**src/rtl/br_pkg.sv**
```systemverilog
package br_pkg;
  typedef enum logic {
    POL_PREDICT_NT = 1'b0,
    POL_DELAY_SLOT = 1'b1
  } br_policy_e;

  typedef enum logic {
    COND_EQZ = 1'b0,
    COND_NEZ = 1'b1
  } br_cond_e;
endpackage

```
**src/rtl/br_zero_test.sv**
```systemverilog
module br_zero_test #(
  parameter int DW   = 32,
  parameter int LANE = 8
) (
  input  logic [DW-1:0]  opnd,
  input  br_pkg::br_cond_e cond,
  output logic           cond_true
);
  localparam int NLANE = (DW + LANE - 1) / LANE;
  localparam int PW    = NLANE * LANE;

  logic [PW-1:0]    padded;
  logic [NLANE-1:0] lane_any;
  logic             is_zero;

  always_comb begin
    padded          = '0;
    padded[DW-1:0]  = opnd;
  end

  // two-level reduction keeps the zero test shallow in decode
  for (genvar g = 0; g < NLANE; g++) begin : g_lane
    assign lane_any[g] = |padded[g*LANE +: LANE];
  end

  always_comb begin
    is_zero   = ~|lane_any;
    cond_true = (cond == br_pkg::COND_NEZ) ? ~is_zero : is_zero;
  end
endmodule

```
**src/rtl/br_target_gen.sv**
```systemverilog
module br_target_gen #(
  parameter int AW = 32,
  parameter int IW = 16,
  parameter int JW = 26
) (
  input  logic [AW-1:0] pc_plus4,
  input  logic [IW-1:0] imm,
  input  logic [JW-1:0] jfield,
  output logic [AW-1:0] br_target,
  output logic [AW-1:0] jmp_target
);
  localparam int EXT = AW - IW - 2;

  logic [AW-1:0] offset;

  always_comb begin
    offset    = {{EXT{imm[IW-1]}}, imm, 2'b00};
    br_target = pc_plus4 + offset;
  end

  if (JW + 2 < AW) begin : g_region
    assign jmp_target = {pc_plus4[AW-1:JW+2], jfield, 2'b00};
  end else begin : g_full
    logic [JW+1:0] wide;
    assign wide       = {jfield, 2'b00};
    assign jmp_target = wide[AW-1:0];
  end
endmodule

```
**src/rtl/br_policy.sv**
```systemverilog
module br_policy #(
  parameter int AW = 32
) (
  input  logic               dec_valid,
  input  logic               ops_ready,
  input  logic               is_branch,
  input  logic               is_jump,
  input  logic               cond_true,
  input  br_pkg::br_policy_e policy,
  input  logic [AW-1:0]      pc_plus4,
  input  logic [AW-1:0]      br_target,
  input  logic [AW-1:0]      jmp_target,
  output logic [AW-1:0]      next_pc,
  output logic               redirect,
  output logic               squash
);
  logic decide;
  logic taken;

  always_comb begin
    decide = dec_valid & ops_ready;
    taken  = is_jump | (is_branch & cond_true);
    if (is_jump)
      next_pc = jmp_target;
    else if (is_branch && cond_true)
      next_pc = br_target;
    else
      next_pc = pc_plus4;
    redirect = decide & taken;
    squash   = redirect & (policy == br_pkg::POL_PREDICT_NT);
  end
endmodule

```
**src/rtl/branch_resolver_top.sv**
```systemverilog
module branch_resolver_top #(
  parameter int AW = 32,
  parameter int DW = 32,
  parameter int IW = 16,
  parameter int JW = 26
) (
  input  logic          clk,
  input  logic          rst_n,
  input  logic          mode_sel,
  input  logic          fetch_valid,
  input  logic          ops_ready,
  input  logic          is_branch,
  input  logic          cond_ne,
  input  logic          is_jump,
  input  logic [DW-1:0] rs_val,
  input  logic [AW-1:0] pc_plus4,
  input  logic [IW-1:0] imm,
  input  logic [JW-1:0] jfield,
  output logic [AW-1:0] next_pc,
  output logic          redirect,
  output logic          squash,
  output logic          dec_valid
);
  br_pkg::br_policy_e policy;
  br_pkg::br_cond_e   cond;
  logic               cond_true;
  logic [AW-1:0]      br_target;
  logic [AW-1:0]      jmp_target;
  logic               valid_q;
  logic               valid_d;
  logic               valid_en;

  assign policy    = br_pkg::br_policy_e'(mode_sel);
  assign cond      = br_pkg::br_cond_e'(cond_ne);
  assign dec_valid = valid_q;

  br_zero_test #(.DW(DW)) zero_i (
    .opnd      (rs_val),
    .cond      (cond),
    .cond_true (cond_true)
  );

  br_target_gen #(.AW(AW), .IW(IW), .JW(JW)) tgt_i (
    .pc_plus4   (pc_plus4),
    .imm        (imm),
    .jfield     (jfield),
    .br_target  (br_target),
    .jmp_target (jmp_target)
  );

  br_policy #(.AW(AW)) pol_i (
    .dec_valid  (valid_q),
    .ops_ready  (ops_ready),
    .is_branch  (is_branch),
    .is_jump    (is_jump),
    .cond_true  (cond_true),
    .policy     (policy),
    .pc_plus4   (pc_plus4),
    .br_target  (br_target),
    .jmp_target (jmp_target),
    .next_pc    (next_pc),
    .redirect   (redirect),
    .squash     (squash)
  );

  // fetch/decode valid bit: held on a hazard, cleared by a squash
  always_comb begin
    valid_en = ops_ready;
    valid_d  = squash ? 1'b0 : fetch_valid;
  end

  always_ff @(posedge clk or negedge rst_n) begin
    if (!rst_n)
      valid_q <= 1'b0;
    else if (valid_en)
      valid_q <= valid_d;
  end
endmodule

```
**config.mk**
```make
export PLATFORM = sky130hd
export DESIGN_NAME = branch_resolver_top
export DESIGN_NICKNAME = d
export VERILOG_FILES = /design/src/rtl/br_pkg.sv /design/src/rtl/br_zero_test.sv /design/src/rtl/br_target_gen.sv /design/src/rtl/br_policy.sv /design/src/rtl/branch_resolver_top.sv
export SDC_FILE = /design/constraint.sdc
export NUM_CORES = 1
export LEC_CHECK = 0
export ABC_AREA = 1
export BUFFER_PORTS_ARGS = -buffer_cell sky130_fd_sc_hd__buf_2
export CORE_ASPECT_RATIO = 1.4
export CORE_MARGIN = 4
export CORE_UTILIZATION = 30
export CTS_CLUSTER_DIAMETER = 40
export DETAILED_ROUTE_END_ITERATION = 16
export GPL_ROUTABILITY_DRIVEN = 0
export PLACE_DENSITY = 0.56
export REMOVE_ABC_BUFFERS = 1
export SYNTH_ARGS = -nofsm -noshare
export SYNTH_HDL_FRONTEND = slang
export SYNTH_SLANG_ARGS = --single-unit
```
**constraint.sdc**
```tcl
create_clock -name clk -period 3.4 [get_ports clk]
set_clock_uncertainty 0.2 [all_clocks]
set_input_delay 1.02 -clock clk [delete_from_list [all_inputs] [get_ports clk]]
set_output_delay 1.02 -clock clk [all_outputs]
set_load 0.05 [all_outputs]
```
==> results.toml <==
[global_route]
grt_pass1_wl_um = 21300
grt_max_degree = 22
antenna_found_initial = 0
grt_usage = 0.219
grt_overflow = 0
grt_pass1_vias = 4850

[critical_path]
crit_chain = "buf_8, ha_4, fa_2, nand2_2, inv_2, nand2_2, nand2_4, buf_4, buf_4, xor2_1, nand2_1, nand3_2, buf_6"
crit_path_end_kind = "output port"
cp_slowest_cell = "fa_2"
arrival_ps = 2710
critPathKind = "input pin to output port"
cp_top_family = "buffers and inverters"
cp_max_fo = 4
required_ps = 2180
cp_num_buf_inv = 5
startpoint_type = "input pin"
cp_slowest_stage_delay_ps = 420

[floorplanning]
start_util = 0.311
die_h_um = 126
fp-row-count = 42
die_area_um2 = 11600
core_area_um2 = 9560
ioPinCount = 149
fp.dieW_um = 92.2

[cells_and_area]
largest_register_ffs = 1
n_antenna_cell = 0
multi_input_area_um2 = 3650
drive_above_1_share = 0.520
instances_no_fill = 993
fillers = 824
synthToLayoutAreaGrowth_pct = 113
regArea_um2 = 25.0
final_nets = 1007

[synth]
synth_top_family_by_area = "simple AND/OR/NAND/NOR gates"
yosys.area_share.adder = 0.129
ys_seq_area_frac = 0.00840
synth-compound-area-share = 0.0508
synth_edf_count = 0
synth_common_cells = "nand2_1 (282), inv_1 (103), nor2_1 (74), nand3_1 (53), ha_1 (29)"
ys.flop_type = "dfrtp_1"
synthXorXnorAreaFrac = 0.0382
yosys.area_share.simple = 0.618
synth_warnings = 0
netlist_area_um2 = 2980
synth_mux_area_frac = 0
syn_inst = 627
synth.distinct_cells = 26
synth_top_area_share = 0.355
synthArstFlopShare = 1.00
syn_avg_cell_area_um2 = 4.75
ys_top_cells_by_area = "nand2_1 (36%), inv_1 (13%), ha_1 (12%), nor2_1 (9.3%), nand3_1 (8.9%)"
synth_top_area_cell = "nand2_1"
synth_most_common_cell = "nand2_1"
ys_ff_latch = 1

[placement]
portBuffers = 148
post-place-cells = 962
dp_hpwl_um = 9700

[timing]
worstMarginPinSlew_ps = 315
worst_slack_ps = -530
slew_viol_final = 0
min_period_ps = 3930
period_share = 1.16
finalSetupViolations = 32
max_freq_mhz = 254
max_slew_margin = 0.790
finalHoldViolations = 0
rsz0062_at_grt = "true"

[drt]
wl_per_cell_um = 13.9
detail_route.first_pass.iterations = 4
vias_per_cell = 4.76
routed_wl_um = 13800
route.detailed.drc = 0
ant_nets = 0
drt_iter0_markers = 182
vias = 4728

[flow_run]
cap_viol_max_count = 0

[run_status]
violations = "negative setup slack"
status = "finished with violations"

[power]
pwr_density_cell_nw_per_um2 = 190
leakage_uw = 0.00342
finalPower_uw = 1210
vdd_drop_max_mv = 0.144

[clocking]
cts_hold_buf = 0
clkLatencyLatePin_ps = 0
path_clk_slew_ps = 0

[min_path]
min_path_type = "register to register"
-- timing repair --
| action | CTS | global route |
|---|---|---|
| gates cloned | 3 | 0 |
| buffers inserted | 18 | 14 |
| endpoints found under the hold margin | 0 | 0 |
| gates resized for setup | 278 | 118 |
| setup endpoints to repair | 32 | 32 |
| pin swaps | 94 | 74 |
-- worst reg2reg max path: cells and delay by family, from the launching register on --
| family | cells | cell delay [ps] |
|---|---|---|
| flops | 1 | 340 |
| buf+inv | 2 | 200 |
| simple gates | 4 | 270 |
-- metal layers --
metal  vias to the layer above  routed length [um]  part of all wire  GRT usage
li1                       2386                   -                 -          -
met1                      2158                4810              0.35      0.222
met2                       150                7730              0.56      0.443
met3                        34                 647             0.047     0.0215
met4                         0                 648             0.047     0.0884
met5                         -                   0                 0          0
-- power by group --
part,total (uW),switching [uW],internal [uW]
clock,0,0,0
sequential,14.1,0.850,13.3
combinational,1190,653,541
-- area by class of cell --
| class | count | share of cell area |
|---|---|---|
| timing repair buffer | 242 | 0.332 |
| multi-input combinational | 514 | 0.575 |
| inverter | 104 | 0.0638 |
| sequential | 1 | 0.00394 |
| tap | 132 | 0.0260 |
-- through the flow --
stage,utilization,TNS [ps],area [um2],worst slack (ps),hold WS [ps]
final,0.664,-12770,6350,-530,303
after global routing,0.664,-15830,6350,-603,335
after CTS,0.611,-11790,5840,-524,300
after detailed placement,0.453,-18270,4340,-784,297
after global placement,0.453,-17700,4340,-758,280
after floorplan,-,-11850,2910,-775,524
-- cells in the final DEF (no fill, tap or decap), types with 4 or more instances in the layout --
| cell type | synthesis | routed |
|---|---|---|
| nand2_1 | 282 | 215 |
| inv_1 | 103 | 91 |
| buf_2 | 0 | 87 |
| buf_4 | 1 | 75 |
| nand2_2 | 11 | 56 |
| nor2_1 | 74 | 51 |
| buf_6 | 3 | 44 |
| nand3_2 | 1 | 30 |
| ha_4 | 0 | 29 |
| buf_8 | 0 | 26 |
| nand2_4 | 0 | 22 |
| nor2_4 | 1 | 14 |
| nand3_4 | 0 | 13 |
| a21oi_1 | 17 | 11 |
| nand3_1 | 53 | 11 |
| nor2_2 | 0 | 10 |
| inv_2 | 0 | 9 |
| xor2_1 | 12 | 8 |
| buf_12 | 1 | 7 |
| and2_1 | 9 | 6 |
| nand4_1 | 6 | 6 |
| a21oi_2 | 0 | 6 |
| o21bai_1 | 6 | 6 |
| nand3b_1 | 4 | 4 |
| xor2_2 | 0 | 4 |
-- path summary, 6_finish.rpt --
check / startpoint / end / slack, ps / depth (start not counted)
worst min register to register: dec_valid / dec_valid / 300 / 2
worst max-delay path: pc_plus4[2] / next_pc[6] / -530 / 13
min in group asynchronous: rst_n / dec_valid / 600 / 1
max in group asynchronous: rst_n / dec_valid / 2310 / 1
worst max register to register: dec_valid / dec_valid / 2270 / 6
worst min-delay path: dec_valid / dec_valid / 300 / 2
-- cells by family after synthesis --
logic type      Yosys count
compound gates           26
xor+xnor                 13
fa+ha+maj                30
buf+inv                 112
flops                     1
simple gates            445
Note: power is estimated with default switching activity, not from simulation.
